<file path="config.mk">
export PLATFORM = sky130hd
export DESIGN_NAME = lss_readout_seq
export DESIGN_NICKNAME = d
export VERILOG_FILES = /design/src/rtl/lss_pkg.sv /design/src/rtl/lss_edge_sense.sv /design/src/rtl/lss_integ_track.sv /design/src/rtl/lss_scan_fsm.sv /design/src/rtl/lss_readout_seq.sv
export SDC_FILE = /design/constraint.sdc
export NUM_CORES = 1
export LEC_CHECK = 0
export BUFFER_PORTS_ARGS = -buffer_cell sky130_fd_sc_hd__buf_4
export CAP_MARGIN = 20
export CORE_MARGIN = 2
export CORE_UTILIZATION = 51
export CTS_CLUSTER_DIAMETER = 40
export DETAILED_ROUTE_END_ITERATION = 6
export GPL_TIMING_DRIVEN = 1
export PLACE_DENSITY_LB_ADDON = 0.25
export SETUP_SLACK_MARGIN = 0.1
export SYNTH_ARGS = -nofsm -noshare
export SYNTH_HDL_FRONTEND = slang
export SYNTH_SLANG_ARGS = --single-unit
export TNS_END_PERCENT = 1
</file>
<file path="constraint.sdc">
create_clock -name clk -period 4.34 [get_ports clk]
set_input_delay 0.217 -clock clk [delete_from_list [all_inputs] [get_ports clk]]
set_output_delay 0.217 -clock clk [all_outputs]
set_load 0.01 [all_outputs]
</file>
<file path="src/rtl/lss_pkg.sv">
package lss_pkg;
    typedef enum logic [2:0] {
        ST_IDLE,
        ST_ARMED,
        ST_LEAD,
        ST_READ,
        ST_EOS
    } scan_state_t;

    // Half-clock grid: fall of clock k is position 2k, following rise is 2k+1
    localparam int START_POS  = 2;   // clock 1 fall
    localparam int FIRST_OPEN = 37;  // 18.5 clocks
    localparam int LEAD_LAST  = FIRST_OPEN - 1;
    localparam int PHASES     = 8;   // 4-clock channel pitch
    localparam int VALID_PH   = 4;   // 2 clocks valid
    localparam int TRIG_PH    = 2;   // strobe starts 1 clock into window
    localparam int EOS_HALVES = 2;   // one sensor clock low
endpackage

</file>
<file path="src/rtl/lss_edge_sense.sv">
module lss_edge_sense #(
    parameter int            W        = 3,
    parameter logic [W-1:0]  IDLE_LVL = '0
) (
    input  logic         clk,
    input  logic         rst_n,
    input  logic [W-1:0] raw,
    output logic [W-1:0] level,
    output logic [W-1:0] rise,
    output logic [W-1:0] fall
);
    logic [W-1:0] stage0;
    logic [W-1:0] stage1;

    always_ff @(posedge clk) begin
        if (!rst_n) begin
            stage0 <= IDLE_LVL;
            stage1 <= IDLE_LVL;
        end else begin
            stage0 <= raw;
            stage1 <= stage0;
        end
    end

    for (genvar b = 0; b < W; b++) begin : g_bit
        assign rise[b] =  stage0[b] & ~stage1[b];
        assign fall[b] = ~stage0[b] &  stage1[b];
    end

    assign level = stage0;
endmodule

</file>
<file path="src/rtl/lss_integ_track.sv">
module lss_integ_track #(
    parameter int DELAY = 8
) (
    input  logic clk,
    input  logic rst_n,
    input  logic clk_fall,
    input  logic pulse_rise,
    input  logic pulse_fall,
    input  logic pulse_level,
    output logic integrating
);
    localparam int CW = $clog2(DELAY + 1);

    logic [CW-1:0] fall_cnt;
    logic          armed;

    always_ff @(posedge clk) begin
        if (!rst_n) begin
            fall_cnt    <= '0;
            armed       <= 1'b0;
            integrating <= 1'b0;
        end else if (pulse_rise || pulse_fall) begin
            fall_cnt <= '0;
            armed    <= 1'b1;
        end else if (clk_fall && armed) begin
            if (fall_cnt == CW'(DELAY - 1)) begin
                integrating <= pulse_level;
                armed       <= 1'b0;
            end
            fall_cnt <= fall_cnt + 1'b1;
        end
    end
endmodule

</file>
<file path="src/rtl/lss_scan_fsm.sv">
module lss_scan_fsm
    import lss_pkg::*;
#(
    parameter int N_CH = 64,
    localparam int CHW = (N_CH > 1) ? $clog2(N_CH) : 1
) (
    input  logic           clk,
    input  logic           rst_n,
    input  logic           start_req,
    input  logic           clk_fall,
    input  logic           half_tick,
    output logic           trig,
    output logic           video_valid,
    output logic           eos_n,
    output logic [CHW-1:0] chan_idx
);
    localparam int PW  = $clog2(FIRST_OPEN + 1);
    localparam int PHW = $clog2(PHASES);
    localparam int EW  = $clog2(EOS_HALVES + 1);

    scan_state_t    state, state_nx;
    logic [PW-1:0]  pos;
    logic [PHW-1:0] phase;
    logic [CHW-1:0] chan;
    logic [EW-1:0]  eos_cnt;

    logic lead_done, last_closed, eos_done;
    assign lead_done   = half_tick && (pos == PW'(LEAD_LAST));
    assign last_closed = half_tick && (phase == PHW'(VALID_PH - 1))
                         && (chan == CHW'(N_CH - 1));
    assign eos_done    = half_tick && (eos_cnt == EW'(EOS_HALVES - 1));

    // state register
    always_ff @(posedge clk) begin
        if (!rst_n) state <= ST_IDLE;
        else        state <= state_nx;
    end

    // transitions
    always_comb begin
        state_nx = state;
        if (start_req) begin
            state_nx = ST_ARMED;
        end else begin
            unique case (state)
                ST_IDLE:  state_nx = ST_IDLE;
                ST_ARMED: if (clk_fall)    state_nx = ST_LEAD;
                ST_LEAD:  if (lead_done)   state_nx = ST_READ;
                ST_READ:  if (last_closed) state_nx = ST_EOS;
                ST_EOS:   if (eos_done)    state_nx = ST_IDLE;
                default:  state_nx = ST_IDLE;
            endcase
        end
    end

    // position, phase and channel counters
    always_ff @(posedge clk) begin
        if (!rst_n || start_req) begin
            pos     <= '0;
            phase   <= '0;
            chan    <= '0;
            eos_cnt <= '0;
        end else begin
            unique case (state)
                ST_ARMED: if (clk_fall) pos <= PW'(START_POS);
                ST_LEAD: if (half_tick) begin
                    pos   <= pos + 1'b1;
                    phase <= '0;
                    chan  <= '0;
                end
                ST_READ: if (half_tick) begin
                    phase <= phase + 1'b1;
                    if (phase == PHW'(PHASES - 1)) chan <= chan + 1'b1;
                    eos_cnt <= '0;
                end
                ST_EOS: if (half_tick) eos_cnt <= eos_cnt + 1'b1;
                default: ;
            endcase
        end
    end

    // outputs
    always_comb begin
        video_valid = 1'b0;
        trig        = 1'b0;
        eos_n       = 1'b1;
        unique case (state)
            ST_READ: begin
                video_valid = (phase < PHW'(VALID_PH));
                trig        = (phase >= PHW'(TRIG_PH)) && (phase < PHW'(VALID_PH));
            end
            ST_EOS:  eos_n = 1'b0;
            default: ;
        endcase
    end

    assign chan_idx = chan;
endmodule

</file>
<file path="src/rtl/lss_readout_seq.sv">
module lss_readout_seq #(
    parameter int N_CH        = 64,
    parameter int INTEG_DELAY = 8,
    localparam int CHW = (N_CH > 1) ? $clog2(N_CH) : 1
) (
    input  logic           clk,
    input  logic           rst_n,
    input  logic           sensor_clk,
    input  logic           integ_pulse,
    input  logic           ext_start_n,
    input  logic           slave_mode,
    output logic           trig,
    output logic [CHW-1:0] chan_idx,
    output logic           video_valid,
    output logic           eos_n,
    output logic           integrating
);
    localparam int           NIN      = 3;
    localparam int           B_SCLK   = 0;
    localparam int           B_PULSE  = 1;
    localparam int           B_XSTART = 2;
    localparam logic [NIN-1:0] IDLE_LVL = 3'b101;

    logic [NIN-1:0] lvl, rise, fall;
    logic           start_req;

    lss_edge_sense #(.W(NIN), .IDLE_LVL(IDLE_LVL)) u_edges (
        .clk   (clk),
        .rst_n (rst_n),
        .raw   ({ext_start_n, integ_pulse, sensor_clk}),
        .level (lvl),
        .rise  (rise),
        .fall  (fall)
    );

    assign start_req = slave_mode ? fall[B_XSTART] : fall[B_PULSE];

    lss_integ_track #(.DELAY(INTEG_DELAY)) u_integ (
        .clk         (clk),
        .rst_n       (rst_n),
        .clk_fall    (fall[B_SCLK]),
        .pulse_rise  (rise[B_PULSE]),
        .pulse_fall  (fall[B_PULSE]),
        .pulse_level (lvl[B_PULSE]),
        .integrating (integrating)
    );

    lss_scan_fsm #(.N_CH(N_CH)) u_fsm (
        .clk         (clk),
        .rst_n       (rst_n),
        .start_req   (start_req),
        .clk_fall    (fall[B_SCLK]),
        .half_tick   (rise[B_SCLK] | fall[B_SCLK]),
        .trig        (trig),
        .video_valid (video_valid),
        .eos_n       (eos_n),
        .chan_idx    (chan_idx)
    );
endmodule

</file>
==> flow_summary_export.csv, run 1 <==
group,metric,value,unit
worst_setup_path,slowest_stage,"or3b_1",
sta,period_share,45.93,%
placed_design,pre_cts_slack,2353,ps
synth,synthXorXnorAreaFrac,7.521,%
worst_setup_path,crit_type,"reg2reg",
cts,cts_setup_buffers,0,
synth,ys_warn_count,0,
synth,syn_area_per_cell,8.813,µm²
power,powerDensity,288.8,nW/µm²
min_path,hold_path_class,"in2reg",
worst_setup_path,cpLargestDelayFamily,"simple AND/OR/NAND/NOR gates",
grt,grt_pass1_vias,1188,
synth,yosys.area_share.simple,27.94,%
cts,path_clk_slew,90,ps
cts,ctsHoldBuffers,0,
power,clkPwrFrac,35.3,%
sta,period_needed,1993,ps
flow_run,cap_violations,0,
floorplan,core,3053,µm²
worst_setup_path,endpoint_kind,"flop",
drt,drt_iter0_markers,48,
synth,synth_top_cell_by_area,"dfxtp_1",
worst_setup_path,cp.depth,6,
worst_setup_path,slowest_delay,600,ps
cts,clockRootBuffer,"clkbuf_4",
sta,tightest_slew,695.2,ps
sta,setup_ws,2347,ps
worst_setup_path,r2r_cells,6,
drt,vias_per_cell,5.357,
drt,drt_pass1_iterations,4,
drt,drc,0,
sta,drv_slew,0,
floorplan,design.die.area,3665,µm²
synth,synth-main-ff-cell,"dfxtp_1",
synth,ys_ff_latch,32,
drt,vias,1307,
sta,rsz0062_at_grt,"false",
cts,clockBufferDepth,2,
sta,hold_viol_final,0,
synth,synth.top_cell.area_share,39.29,%
finish,layout-drive-gt1-share,14.50,%
synth,synth.distinct_cells,39,
cts,clock_sinks,32,
power,p_leak,0.6653,nW
placed_design,routabilityCongestion,0.7810,
synth,netlist_instances,185,
finish,insertedDiodeCount,0,
sta,hold_ws,65.45,ps
finish,nets,217,
floorplan,rows,20,
synth,synth_area_leaders,"dfxtp_1, ha_1, xnor2_1",
finish,area_growth,11.74,%
sta,max_freq,0.5017,GHz
cts,cts_tree,"done",
sta,finalSetupViolations,0,
worst_setup_path,path_max_fanout,14,
sta,fin_worst_skew,5.852,ps
min_path,whs_path_depth,2,
grt,grtUsageTotal,18.66,%
cts,htreeDepth,2,
synth,synthAdderAreaFrac,8.442,%
worst_setup_path,critical_path.startpoint_type,"flop",
synth,async_flop_share,0,%
grt,antenna_found_initial,0,
synth,yosysSeqAreaShare,39.29,%
power,ir_worst_vdd,0.0002157,V
worst_setup_path,required,4570,ps
power,pwr-share-seq,58.1,%
synth,synth_edf_count,0,
synth,synth_compound_gate_area_share,11.36,%
worst_setup_path,crit_path_cell_trace,"inv_1, ha_1, or3b_1, nor3b_1, xnor2_1, nor2_1",
grt,grt_first_pass_wirelength,4995,µm
placed_design,dp_cells,237,
floorplan,die_h,60.54,µm
finish,stdcell_count,244,
worst_setup_path,cp_num_buf_inv,1,
drt,ant_nets,0,
synth,syn-num-nets,202,
drt,wl,2945,µm
power,internal-power,405.7,µW
cts,cts-buffers-inserted,5,
sta,relSlewSlack,53.59,%
cts,clk_latency,330,ps
drt,routedWlPerCell,12.07,µm
floorplan,io_pins,16,
placed_design,dpl.hpwl,2173,µm
cts,cts_resized,0,
run_status,status,"completed",
finish,postLayoutCoreUtil,59.67,%
grt,grt_max_degree,22,
floorplan,start_util,53.40,%
power,p_comb_share,6.6,%
worst_setup_path,cp.arrival,2220,ps
synth,synth_area,1630,µm²
placed_design,io_buffer_count,15,
power,power.switching,120.4,µW
grt,gr-total-overflow,0,
sta,setup_tns,0,ps
power,switching_share,22.88,%
synth,synthMuxAreaShare,0.6140,%
floorplan,die_x,60.54,µm
synth,synth_top_family_by_area,"simple AND/OR/NAND/NOR gates",
==> metal layers <==
metal / share of wire, % / vias to the layer above / track usage, %
met5: 0 / - / 0
met4: 1.7 / 0 / 8.075
met3: 4.6 / 7 / 6.610
met2: 49 / 21 / 32.14
met1: 45 / 625 / 20.87
li1: - / 654 / -
==> cell usage after synthesis, types with 3 or more instances <==
master	number
a21oi_1	6
nand3b_1	3
dfxtp_1	32
nor3_1	6
nor4b_1	3
a211oi_1	6
xnor2_1	12
nand3_1	9
nand2_1	15
buf_2	4
nor3b_1	5
o21ai_0	3
nor2_1	25
inv_1	10
ha_1	11
nand2b_1	6
o21a_1	3
==> metrics by stage <==
step / area [µm²] / power [mW]
after floorplan: 1630 / 0.3371
after global placement: 1757 / 0.3453
after detailed placement: 1757 / 0.3473
after CTS: 1822 / 0.5336
after global routing: 1822 / 0.5528
final: 1822 / 0.5261
==> cell usage in the layout, fill, tap and decap left out, drive strengths merged, types with 5 or more instances in the layout <==
cell,instances
xnor2,12
buf,15
nand2,15
nor3,6
clkbuf,7
nor3b,5
a211oi,6
a21oi,6
nand2b,6
nor2,27
inv,10
nand3,9
dfxtp,32
ha,11
==> final timing paths <==
path	end	start	slack, ps
hold reg to reg	u_edges.stage1[0]	u_edges.level[0]	430
setup / recovery	u_fsm.chan_idx[2]	u_edges.level[0]	2350
hold / removal	u_edges.level[0]	sensor_clk	70
setup reg to reg	u_fsm.chan_idx[2]	u_edges.level[0]	2350
==> registers in the layout (all words and copies together), names as in the netlist <==
signal,cells
u_integ.integrating,1
u_fsm.chan_idx,6
u_edges.level,3
u_fsm.phase,3
u_fsm.eos_cnt,2
u_integ.fall_cnt,4
u_integ.armed,1
u_edges.stage1,3
u_fsm.state,3
u_fsm.pos,6
==> power by group through the flow <==
stage / combinational [mW] / clock [mW] / sequential, mW
5_1_grt: 0.0392 / 0.207 / 0.307
3_5_place_dp: 0.0348 / 0 / 0.312
4_1_cts: 0.0350 / 0.193 / 0.306
2_1_floorplan: 0.0285 / 0 / 0.309
3_3_place_gp: 0.0335 / 0 / 0.312
6_report: 0.0346 / 0.186 / 0.306
==> logic make-up after synthesis <==
kind of cell	count (synthesis)
compound gates	25
xor+xnor	14
buf+inv	17
mux	1
fa+ha+maj	11
simple gates	85
flops	32
==> layout make-up <==
type                    count  area, µm²
flip-flops and latches     32      640.6
well taps                  44      55.05
multi-input cells         136      910.9
clock buffers               7      65.06
repair buffers             15      112.6
inverters                  10      37.54
fillers                   298       1231
No activity file was read; power rests on OpenSTA's default activity.
==> run 2: changes to the inputs <==
==> constraint.sdc (replaced) <==
create_clock -name clk -period 1.6 [get_ports clk]
set_input_delay 0.08 -clock clk [delete_from_list [all_inputs] [get_ports clk]]
set_output_delay 0.08 -clock clk [all_outputs]
set_load 0.01 [all_outputs]
==> flow_summary_export.csv, run 2 (synthesized netlist as in run 1, its figures left out) <==
group,metric,value,unit
drt,wl,3286,µm
sta,max_freq,0.6025,GHz
drt,routedWlPerCell,12.59,µm
sta,setup_tns,-163.2,ps
finish,register_area,645.6,µm²
drt,drt_pass1_iterations,4,
floorplan,die_h,60.54,µm
floorplan,core,3053,µm²
min_path,hold_path_class,"in2reg",
placed_design,dpl.hpwl,2342,µm
worst_setup_path,cpLargestDelayFamily,"simple AND/OR/NAND/NOR gates",
flow_run,cap_violations,0,
grt,grt_max_degree,18,
grt,grtUsageTotal,19.72,%
sta,tightest_slew,343.6,ps
worst_setup_path,cp.arrival,1900,ps
worst_setup_path,endpoint_kind,"flop",
sta,relSlewSlack,77.02,%
cts,cts_setup_buffers,0,
floorplan,rows,20,
worst_setup_path,crit_path_cell_trace,"inv_2, ha_4, or3b_4, a2111oi_4, xnor2_1, nor2_2",
worst_setup_path,required,1840,ps
power,p_leak,0.7613,nW
drt,vias_per_cell,5.169,
finish,nets,233,
power,finalPower,1.661,mW
worst_setup_path,crit_start,"u_edges.level[0]",
placed_design,io_buffer_count,15,
min_path,hold_start,"slave_mode",
floorplan,design.die.area,3665,µm²
floorplan,io_pins,16,
power,internal-power,1.299,mW
sta,period_share,103.7,%
power,ir_worst_vdd,0.0005931,V
run_status,status,"finished with violations",
floorplan,start_util,53.40,%
worst_setup_path,critical_path.startpoint_type,"flop",
sta,rsz0062_at_grt,"true",
power,power.switching,361.8,µW
power,powerDensity,794.8,nW/µm²
finish,multi_input_area,993.5,µm²
drt,drc,0,
sta,drv_slew,0,
cts,clockBufferDepth,2,
finish,area_growth,28.17,%
grt,grt_pass1_vias,1272,
grt,grt_first_pass_wirelength,5368,µm
power,clkPwrFrac,41.6,%
cts,clockRootBuffer,"clkbuf_4",
placed_design,pre_cts_slack,-92.56,ps
run_status,violations,"negative setup slack",
sta,hold_viol_final,0,
drt,drt_iter0_markers,57,
cts,path_clk_slew,100,ps
drt,vias,1349,
power,pwr-share-seq,49.6,%
worst_setup_path,slowest_delay,430,ps
worst_setup_path,slowest_stage,"or3b_4",
grt,antenna_found_initial,0,
placed_design,dp_cells,247,
cts,cts-buffers-inserted,5,
worst_setup_path,path_max_fanout,5,
finish,layout_commonest_cell,"dfxtp_1",
worst_setup_path,worstReg2RegStart,"u_edges.level[0]",
floorplan,die_x,60.54,µm
sta,setup_ws,-59.71,ps
cts,htreeDepth,2,
power,switching_share,21.78,%
finish,fill_cells,254,
sta,finalSetupViolations,4,
placed_design,routabilityCongestion,0.7937,
sta,fin_worst_skew,11.93,ps
finish,insertedDiodeCount,0,
power,p_comb_share,8.8,%
cts,cts_tree,"done",
finish,layout-drive-gt1-share,27.65,%
sta,period_needed,1660,ps
drt,ant_nets,0,
worst_setup_path,crit_type,"reg2reg",
grt,gr-total-overflow,0,
finish,stdcell_count,261,
cts,clock_sinks,32,
finish,mostFrequentLayoutCells,"dfxtp_1, nor2_1, buf_4",
cts,clk_latency,340,ps
worst_setup_path,cp_num_buf_inv,1,
## run 2: through the flow
step                utilization, %  instance area, µm²  hold slack, ps
floorplan                        -                1644           181.4
global placement             60.45                1846           263.1
detailed placement           60.45                1846           268.8
CTS                          66.84                2041           208.8
global route                 68.44                2090           243.6
finish                       68.44                2090           210.0
## run 2: what timing repair did
item	in CTS	in global routing
gates resized for setup	11	12
hold buffers	6	0
pin swaps	9	3
hold endpoints to repair	5	0
endpoints found under the setup margin	20	22
## run 2: layout make-up
cell class,instances,area share (%)
inverters,10,1.796
clock inverters,1,1.437
well taps,44,2.635
clock buffers,7,3.114
flip-flops and latches,32,30.90
repair buffers,31,12.57
multi-input cells,136,47.55
## run 2: worst reg2reg max path, delay by kind of cell (launching register included)
kind | cells | cell delay [ps]
flops | 1 | 330
xor+xnor | 1 | 170
fa+ha+maj | 1 | 230
simple gates | 2 | 470
compound gates | 1 | 320
buf+inv | 1 | 40
## run 2: power groups by stage
stage | Combinational, mW | Clock, mW | Sequential (mW)
floorplan | 0.0817 | 0 | 0.838
global placement | 0.121 | 0 | 0.840
detailed placement | 0.124 | 0 | 0.841
CTS | 0.139 | 0.706 | 0.823
global route | 0.160 | 0.742 | 0.825
finish | 0.146 | 0.691 | 0.824
## run 2: worst paths after layout
| path | depth (start not counted) | slack [ps] | endpoint |
|---|---|---|---|
| setup / recovery | 6 | -60 | u_fsm.pos[5] |
| hold / removal | 4 | 210 | u_fsm.pos[1] |
| setup reg to reg | 6 | -60 | u_fsm.pos[5] |
| hold reg to reg | 2 | 440 | u_edges.stage1[0] |
## run 2: per-layer routing
layer  global-route usage (%)  share of wire (%)  up-vias
li1                         -                  -      693
met1                    22.72                 45      638
met5                        0                  0        -
met4                    7.453                2.1        0
met2                    33.70                 50       10
met3                    7.036                2.4        8
